File: src/rtl/mesif_pkg.sv
package mesif_pkg;

    typedef enum logic [2:0] {
        ST_I = 3'd0,
        ST_S = 3'd1,
        ST_E = 3'd2,
        ST_M = 3'd3,
        ST_F = 3'd4
    } line_state_e;

    typedef enum logic [2:0] {
        EV_LOAD     = 3'd0,
        EV_STORE    = 3'd1,
        EV_EVICT    = 3'd2,
        EV_SNP_RD   = 3'd3,
        EV_SNP_RFO  = 3'd4,
        EV_SNP_INV  = 3'd5,
        EV_RSVD6    = 3'd6,
        EV_RSVD7    = 3'd7
    } line_evt_e;

    typedef enum logic [1:0] {
        BUS_NONE    = 2'd0,
        BUS_READ    = 2'd1,
        BUS_RFO     = 2'd2,
        BUS_UPGRADE = 2'd3
    } bus_req_e;

    typedef struct packed {
        line_state_e nxt;
        logic        supply;
        logic        wb;
        bus_req_e    bus;
    } line_action_t;

endpackage

File: src/rtl/mesif_transition.sv
module mesif_transition
    import mesif_pkg::*;
(
    input  line_state_e  cur,
    input  line_evt_e    kind,
    input  logic         shared,
    output line_action_t act
);
    // Snoop response: shared by snoop read, snoop RFO and invalidate.
    function automatic line_action_t snoop_resp(line_state_e s, line_state_e tgt);
        line_action_t r;
        r.nxt    = s;
        r.supply = 1'b0;
        r.wb     = 1'b0;
        r.bus    = BUS_NONE;
        unique case (s)
            ST_M: begin
                r.nxt = tgt; r.supply = 1'b1; r.wb = 1'b1;
            end
            ST_E, ST_F: begin
                r.nxt = tgt; r.supply = 1'b1;
            end
            ST_S:    r.nxt = (tgt == ST_I) ? ST_I : ST_S;
            default: r.nxt = ST_I;
        endcase
        return r;
    endfunction

    always_comb begin
        act.nxt    = cur;
        act.supply = 1'b0;
        act.wb     = 1'b0;
        act.bus    = BUS_NONE;
        unique case (kind)
            EV_LOAD: begin
                if (cur == ST_I) begin
                    // fill-exclusive or fill-forward
                    act.bus = BUS_READ;
                    act.nxt = shared ? ST_F : ST_E;
                end
            end
            EV_STORE: begin
                unique case (cur)
                    ST_E, ST_M: act.nxt = ST_M;            // silent-upgrade
                    ST_S, ST_F: begin                      // bus-upgrade
                        act.nxt = ST_M;
                        act.bus = BUS_UPGRADE;
                    end
                    default: begin                         // own-miss
                        act.nxt = ST_M;
                        act.bus = BUS_RFO;
                    end
                endcase
            end
            EV_EVICT: begin
                act.nxt = ST_I;
                act.wb  = (cur == ST_M);
            end
            EV_SNP_RD:              act = snoop_resp(cur, ST_S);
            EV_SNP_RFO, EV_SNP_INV: act = snoop_resp(cur, ST_I);
            default: ;
        endcase
    end
endmodule

File: src/rtl/mesif_state_table.sv
module mesif_state_table
    import mesif_pkg::*;
#(
    parameter int LINE_W = 3
) (
    input  logic                clk,
    input  logic                rst_n,
    input  logic                wr_en,
    input  logic [LINE_W-1:0]   wr_line,
    input  line_state_e         wr_state,
    input  logic [LINE_W-1:0]   rd_a_line,
    output line_state_e         rd_a_state,
    input  logic [LINE_W-1:0]   rd_b_line,
    output line_state_e         rd_b_state
);
    localparam int NUM_LINES = 1 << LINE_W;

    line_state_e state_q [NUM_LINES];

    for (genvar g = 0; g < NUM_LINES; g++) begin : g_line
        always_ff @(posedge clk) begin
            if (!rst_n)
                state_q[g] <= ST_I;
            else if (wr_en && (wr_line == LINE_W'(g)))
                state_q[g] <= wr_state;
        end
    end

    assign rd_a_state = state_q[rd_a_line];
    assign rd_b_state = state_q[rd_b_line];
endmodule

File: src/rtl/mesif_resp_reg.sv
module mesif_resp_reg
    import mesif_pkg::*;
(
    input  logic         clk,
    input  logic         rst_n,
    input  logic         in_valid,
    input  line_action_t in_act,
    output logic         out_valid,
    output line_action_t out_act
);
    always_ff @(posedge clk) begin
        if (!rst_n) begin
            out_valid      <= 1'b0;
            out_act.nxt    <= ST_I;
            out_act.supply <= 1'b0;
            out_act.wb     <= 1'b0;
            out_act.bus    <= BUS_NONE;
        end else begin
            out_valid <= in_valid;
            if (in_valid) begin
                out_act <= in_act;
            end else begin
                out_act.supply <= 1'b0;
                out_act.wb     <= 1'b0;
                out_act.bus    <= BUS_NONE;
            end
        end
    end
endmodule

File: src/rtl/mesif_line_ctrl.sv
module mesif_line_ctrl
    import mesif_pkg::*;
#(
    parameter int LINE_W = 3
) (
    input  logic              clk,
    input  logic              rst_n,
    input  logic              evt_valid,
    input  logic [LINE_W-1:0] evt_line,
    input  logic [2:0]        evt_kind,
    input  logic              fill_shared,
    input  logic [LINE_W-1:0] qry_line,
    output logic [2:0]        qry_state,
    output logic              rsp_valid,
    output logic [2:0]        rsp_state,
    output logic              rsp_supply,
    output logic              rsp_wb,
    output logic [1:0]        rsp_bus
);
    line_state_e  line_cur;
    line_state_e  qry_cur;
    line_action_t act;
    line_action_t rsp_act;
    line_evt_e    kind;

    assign kind = line_evt_e'(evt_kind);

    mesif_state_table #(.LINE_W(LINE_W)) u_table (
        .clk        (clk),
        .rst_n      (rst_n),
        .wr_en      (evt_valid),
        .wr_line    (evt_line),
        .wr_state   (act.nxt),
        .rd_a_line  (evt_line),
        .rd_a_state (line_cur),
        .rd_b_line  (qry_line),
        .rd_b_state (qry_cur)
    );

    mesif_transition u_fsm (
        .cur    (line_cur),
        .kind   (kind),
        .shared (fill_shared),
        .act    (act)
    );

    mesif_resp_reg u_rsp (
        .clk       (clk),
        .rst_n     (rst_n),
        .in_valid  (evt_valid),
        .in_act    (act),
        .out_valid (rsp_valid),
        .out_act   (rsp_act)
    );

    assign qry_state  = qry_cur;
    assign rsp_state  = rsp_act.nxt;
    assign rsp_supply = rsp_act.supply;
    assign rsp_wb     = rsp_act.wb;
    assign rsp_bus    = rsp_act.bus;
endmodule

File: config.mk
export PLATFORM = sky130hd
export DESIGN_NAME = mesif_line_ctrl
export DESIGN_NICKNAME = d
export VERILOG_FILES = /design/src/rtl/mesif_pkg.sv /design/src/rtl/mesif_transition.sv /design/src/rtl/mesif_state_table.sv /design/src/rtl/mesif_resp_reg.sv /design/src/rtl/mesif_line_ctrl.sv
export SDC_FILE = /design/constraint.sdc
export NUM_CORES = 1
export LEC_CHECK = 0
export BUFFER_PORTS_ARGS = -buffer_cell sky130_fd_sc_hd__buf_2
export CORE_MARGIN = 2
export CORE_UTILIZATION = 45
export CTS_BUF_LIST = sky130_fd_sc_hd__clkbuf_8
export DETAILED_ROUTE_END_ITERATION = 7
export PLACE_DENSITY = 0.74
export SETUP_SLACK_MARGIN = 0.4
export SKIP_CTS_REPAIR_TIMING = 1
export SLEW_MARGIN = 40
export SYNTH_ARGS = -nofsm -noshare
export SYNTH_HDL_FRONTEND = slang
export SYNTH_SLANG_ARGS = --single-unit
File: constraint.sdc
create_clock -name clk -period 2 [get_ports clk]
set_input_delay 0.2 -clock clk [delete_from_list [all_inputs] [get_ports clk]]
set_output_delay 0.2 -clock clk [all_outputs]
set_load 0.005 [all_outputs]
==> results of run 1 <==
## through the flow
stage	worst slack, ns	utilization	power (uW)
final	-0.119	0.608	1590
after global routing	-0.183	0.608	1660
after CTS	-0.127	0.561	1530
after detailed placement	-0.251	0.540	1070
after global placement	-0.220	0.540	1060
after floorplan	0.0402	-	960
## synth_stat cells (all sizes together), types with 3 or more instances
library cell,count,share of area
edfxtp,24,0.38
nor2,23,0.045
nand2,13,0.026
mux2,11,0.071
a21oi,10,0.026
mux4,9,0.11
o21ai,9,0.026
dfxtp,8,0.084
clkbuf,6,0.012
nand2b,6,0.020
inv,5,0.0099
nor3,5,0.016
nand3,4,0.011
nor2b,3,0.0099
o31ai,3,0.014
## report_power, final
part	internal (uW)	switching [uW]
combinational	177	185
sequential	742	19.2
clock	236	231
## sequential cells by signal (all words and copies together) (netlist names)
register and cells:
u_rsp.out_act 7, u_table.state_q 24, u_rsp.out_valid 1
## per-layer routing
layer | vias to the layer above | wire [um]
met5 | - | 0
met2 | 62 | 2410
li1 | 716 | -
met3 | 2 | 361
met4 | 0 | 33
met1 | 734 | 1940
## path summary, 6_finish.rpt
| check | endpoint | slack [ns] | from |
|---|---|---|---|
| worst min-delay path | u_rsp.out_act[3]$_SDFF_PN0_ | 0.18 | evt_kind[1] |
| worst max-delay path | u_table.state_q[3][0]$_SDFFCE_PN0P_ | -0.12 | u_table.state_q[2][0]$_SDFFCE_PN0P_ |
| worst min register to register | u_rsp.out_act[5]$_SDFFE_PN0P_ | 0.46 | u_rsp.out_act[5]$_SDFFE_PN0P_ |
| worst max register to register | u_table.state_q[3][0]$_SDFFCE_PN0P_ | -0.12 | u_table.state_q[2][0]$_SDFFCE_PN0P_ |
## kinds of logic (layout without fill, tap and decap cells)
logic type | Yosys count | after routing | synth area share
flip-flops | 32 | 32 | 0.463
AND/OR/NAND/NOR | 66 | 66 | 0.178
adder cells (fa/ha/maj) | 2 | 2 | 0.0131
XOR/XNOR | 1 | 1 | 0.00460
AO/OA/AOI/OAI | 31 | 31 | 0.120
multiplexers | 22 | 23 | 0.194
buffers and inverters | 12 | 55 | 0.0276
## cell type report
class,count,share of cell area
well taps,50,0.0255
inverters,5,0.00766
multi-input cells,123,0.450
clock inverters,3,0.00613
clock buffers,5,0.0281
repair buffers,42,0.123
flip-flops and latches,32,0.360
==> results_dict.tcl, run 1 <==
set metrics [dict create \
    status "finished, violations left" \
    violations "setup timing" \
    routed-via-count 1514 \
    die_area_mm2 0.00477 \
    fin_nets 224 \
    p_per_area_mw_per_mm2 649 \
    cts_tree "yes" \
    final_cells 260 \
    maxSlewViolCount 0 \
    p_leak_uw 0.000931 \
    seq_area_um2 881 \
    multiInputGateArea_mm2 0.00110 \
    syn_area_mm2 0.00190 \
    synth_warnings 0 \
    crit_fanout 5 \
    firstDrtPassIters 4 \
    critical_path_arrival_ns 2.14 \
    critPathCaptureType "register" \
    worstMarginPinSlew_ns 0.651 \
    drv_cap 0 \
    path_cells "mux2_4 -> or4_4 -> nand4_4 -> mux2i_4 -> a21oi_1" \
    clkSinkCount 32 \
    drtAntennaViolNets 0 \
    finalHoldViolations 0 \
    syn2layout_area_growth_pct 28.6 \
    core-area_mm2 0.00403 \
    start_util 0.473 \
    hold_ws_ns 0.182 \
    relSlewSlack 0.560 \
    slowest_delay_ns 0.51 \
    hold_path_class "input port to register" \
    crit_required_ns 2.02 \
    final_cell_mix "24 x edfxtp_1, 20 x buf_2, 15 x buf_4, 14 x nor2_1, 13 x nand2_1" \
    syn_area_per_cell_um2 11.5 \
    drt_iter0_drc 171 \
    viasPerCell 5.82 \
    io_buffers 23 \
    syn_inst 166 \
    synth_edf_count 24 \
    dp.final_hpwl_um 3360 \
    grt_max_degree 12 \
    fin_crit_ns 2.12 \
    grt_overflow_total 0 \
    cp-start-kind "register" \
    cts_buffers 5 \
    cts-root-buf "clkbuf_8" \
    clkTransAtPathRegs_ns 0.07 \
    gp_congestion 0.840 \
    busiest_layer "met2" \
    ys_seq_area_frac 0.463 \
    die_w_um 69.1 \
    cp_slowest_cell "or4_4" \
    avgRoutedWirePerCell_um 18.2 \
    drt-total-wl_um 4740 \
    fin_ws_ns -0.119 \
    yosysUniqueCellTypes 41 \
    ys.flop_type "edfxtp_1" \
    grtUsageMet3 0.0453 \
    placed_cells 246 \
    antenna_found_initial 0 \
    hold_depth 2 \
    timing.fmax_mhz 472 \
    grt.total_usage 0.195 \
    fin_setup_tns_ns -1.76 \
    synth_nets 181 \
    route.detailed.drc 0 \
    critPathBufInv 0 \
    synth-async-reset-ratio 0 \
    clockBufferDepth 2 \
    clk_latency_ns 0.28 \
    final_area_mm2 0.00245 \
    reg2reg_depth 5 \
    grt_pass1_wl_um 7110 \
    finalClockSkew_ns 0.00493 \
    rows 23 \
    rsz0062_at_grt "true" \
    met2_usage 0.294 \
    nFillCells 321 \
    place_area_mm2 0.00218 \
    grt_use_met1 0.274 \
    setup_viol 26 \
    min_period_over_period 1.06 \
    fp.dieH_um 69.1 \
    cts_max_level 2 \
    path_depth 5 \
    drive_above_1_share 0.443 \
    cpLargestDelayFamily "simple AND/OR/NAND/NOR gates" \
    critPathKind "register to register" \
    diodes 0 \
    ios 24 \
    final_common_cell "edfxtp_1" \
    ys_seq_elements 32 \
    vdd_drop_max_mv 0.344 \
    grt_pass1_vias 1366 \
]
Note: power is estimated with default switching activity, not from simulation.
==> run 2, diff against run 1 <==
==> constraint.sdc (replaced) <==
create_clock -name clk -period 2 [get_ports clk]
set_input_delay 0 -clock clk [delete_from_list [all_inputs] [get_ports clk]]
set_output_delay 0 -clock clk [all_outputs]
set_load 0.005 [all_outputs]
==> run 2 against run 1 <==
Net effect:
- the flow still finishes with violations (setup timing)
- first-iteration DRC count down 23%
- largest power group unchanged
- highest routed layer unchanged
- die area did not move
- maximum frequency is 2.2% higher
- largest cell class unchanged
==> results_dict.tcl, run 2 (synthesis results as in run 1) <==
set metrics [dict create \
    dp.final_hpwl_um 3280 \
    setup_viol 22 \
    die_w_um 69.1 \
    p_per_area_mw_per_mm2 653 \
    cts-root-buf "clkbuf_8" \
    fin_nets 222 \
    grt.total_usage 0.188 \
    clkTransAtPathRegs_ns 0.07 \
    drv_cap 0 \
    cp-start-kind "register" \
    placed_cells 245 \
    critical_path_arrival_ns 2.10 \
    nFillCells 300 \
    core-area_mm2 0.00403 \
    cpLargestDelayFamily "simple AND/OR/NAND/NOR gates" \
    worstMarginPinSlew_ns 0.759 \
    slowest_delay_ns 0.51 \
    largestRegisters "u_table.state_q (24), u_rsp.out_act (7), u_rsp.out_valid (1)" \
    diodes 0 \
    reg2reg_depth 5 \
    path_cells "mux2_4 -> or4_4 -> nand4_4 -> mux2i_4 -> a21oi_1" \
    hold_end "u_rsp.out_act[4]$_SDFFE_PN0P_" \
    rsz0062_at_grt "true" \
    final_common_cell "edfxtp_1" \
    fin_crit_ns 2.07 \
    multiInputGateArea_mm2 0.00115 \
    crit_required_ns 2.02 \
    final_cell_mix "24 x edfxtp_1, 20 x buf_2, 13 x nand2_1, 13 x nor2_1, 13 x buf_4" \
    clockBufferDepth 2 \
    final_cells 258 \
    hold_start "evt_valid" \
    violations "setup timing" \
    fp.dieH_um 69.1 \
    drive_above_1_share 0.452 \
    rrSetupSlack_ns -0.07 \
    worstReg2RegEnd "u_table.state_q[4][0]$_SDFFCE_PN0P_" \
    min_period_over_period 1.04 \
    relSlewSlack 0.490 \
    firstDrtPassIters 4 \
    r2r-start "u_table.state_q[0][0]$_SDFFCE_PN0P_" \
    hold_ws_ns 0.0138 \
    seq_area_um2 881 \
    critPathKind "register to register" \
    drt_iter0_drc 131 \
    critPathCaptureType "register" \
    grt_pass1_wl_um 6980 \
    route.detailed.drc 0 \
    io_buffers 23 \
    drtAntennaViolNets 0 \
    ios 24 \
    regMostFlops "u_table.state_q" \
    die_area_mm2 0.00477 \
    p_leak_uw 0.000921 \
    start_util 0.473 \
    fin_ws_ns -0.0740 \
    finalHoldViolations 0 \
    status "finished, violations left" \
    largest_register_ff_count 24 \
    clkSinkCount 32 \
    grt_max_degree 12 \
    grt_overflow_total 0 \
    maxSlewViolCount 0 \
    cts_tree "yes" \
    rows 23 \
    place_area_mm2 0.00216 \
    vdd_drop_max_mv 0.270 \
    hold_path_class "input port to register" \
    crit_fanout 4 \
    grt_pass1_vias 1390 \
    drt-total-wl_um 4630 \
    finalClockSkew_ns 0.00159 \
    routed-via-count 1506 \
    dp_slack_ns -0.0862 \
    final_area_mm2 0.00247 \
    avgRoutedWirePerCell_um 18.0 \
    viasPerCell 5.84 \
    gp_congestion 0.831 \
    cts_buffers 5 \
    clk_latency_ns 0.29 \
    syn2layout_area_growth_pct 29.9 \
    fin_util 0.614 \
    antenna_found_initial 0 \
    timing.fmax_mhz 482 \
    cts_max_level 2 \
    cp_slowest_cell "or4_4" \
    hold_depth 2 \
    critPathBufInv 0 \
]
run 2: cell type report:
class	instances	area share
flip-flops and latches	32	0.356
repair buffers	40	0.111
clock buffers	5	0.0278
well taps	50	0.0253
multi-input cells	123	0.464
inverters	5	0.00759
clock inverters	3	0.00759
run 2: how the worst max path moves through the flow:
| stage | start | to | slack [ns] | depth (start not counted) |
|---|---|---|---|---|
| floorplan | u_table.state_q[0][0]$_SDFFCE_PN0P_ | u_table.state_q[0][0]$_SDFFCE_PN0P_ | 0.04 | 5 |
| global placement | evt_line[1] | u_table.state_q[7][0]$_SDFFCE_PN0P_ | -0.03 | 6 |
| detailed placement | u_table.state_q[0][0]$_SDFFCE_PN0P_ | u_table.state_q[1][0]$_SDFFCE_PN0P_ | -0.09 | 5 |
| CTS | u_table.state_q[0][0]$_SDFFCE_PN0P_ | u_table.state_q[4][0]$_SDFFCE_PN0P_ | -0.09 | 5 |
| global route | u_table.state_q[0][0]$_SDFFCE_PN0P_ | u_table.state_q[1][0]$_SDFFCE_PN0P_ | -0.14 | 5 |
| finish | u_table.state_q[0][0]$_SDFFCE_PN0P_ | u_table.state_q[4][0]$_SDFFCE_PN0P_ | -0.07 | 5 |
run 2: worst register-to-register path: stages, from the launching register on:
cell,delay (ns)
edfxtp_1,0.41
mux2_4,0.29
or4_4,0.51
nand4_4,0.16
mux2i_4,0.31
a21oi_1,0.13
run 2: layer usage:
metal / wire [um] / vias up / global-route usage
li1: - / 713 / -
met1: 1960 / 726 / 0.249
met2: 2300 / 59 / 0.304
met3: 303 / 8 / 0.0395
met4: 75 / 0 / 0.0719
met5: 0 / - / 0
run 2: power breakdown:
part           switching, uW  leakage [uW]  total, uW  internal (uW)
clock network            254     0.0000479        496            242
logic                    189      0.000558        362            173
registers               15.0      0.000315        757            741
total                    459      0.000921       1620           1160
run 2: per-stage QoR:
step / power (uW) / setup TNS [ns]
global placement: 1050 / -0.291
global route: 1670 / -2.23
CTS: 1530 / -0.647
finish: 1620 / -0.784
floorplan: 951 / 0
detailed placement: 1050 / -0.614
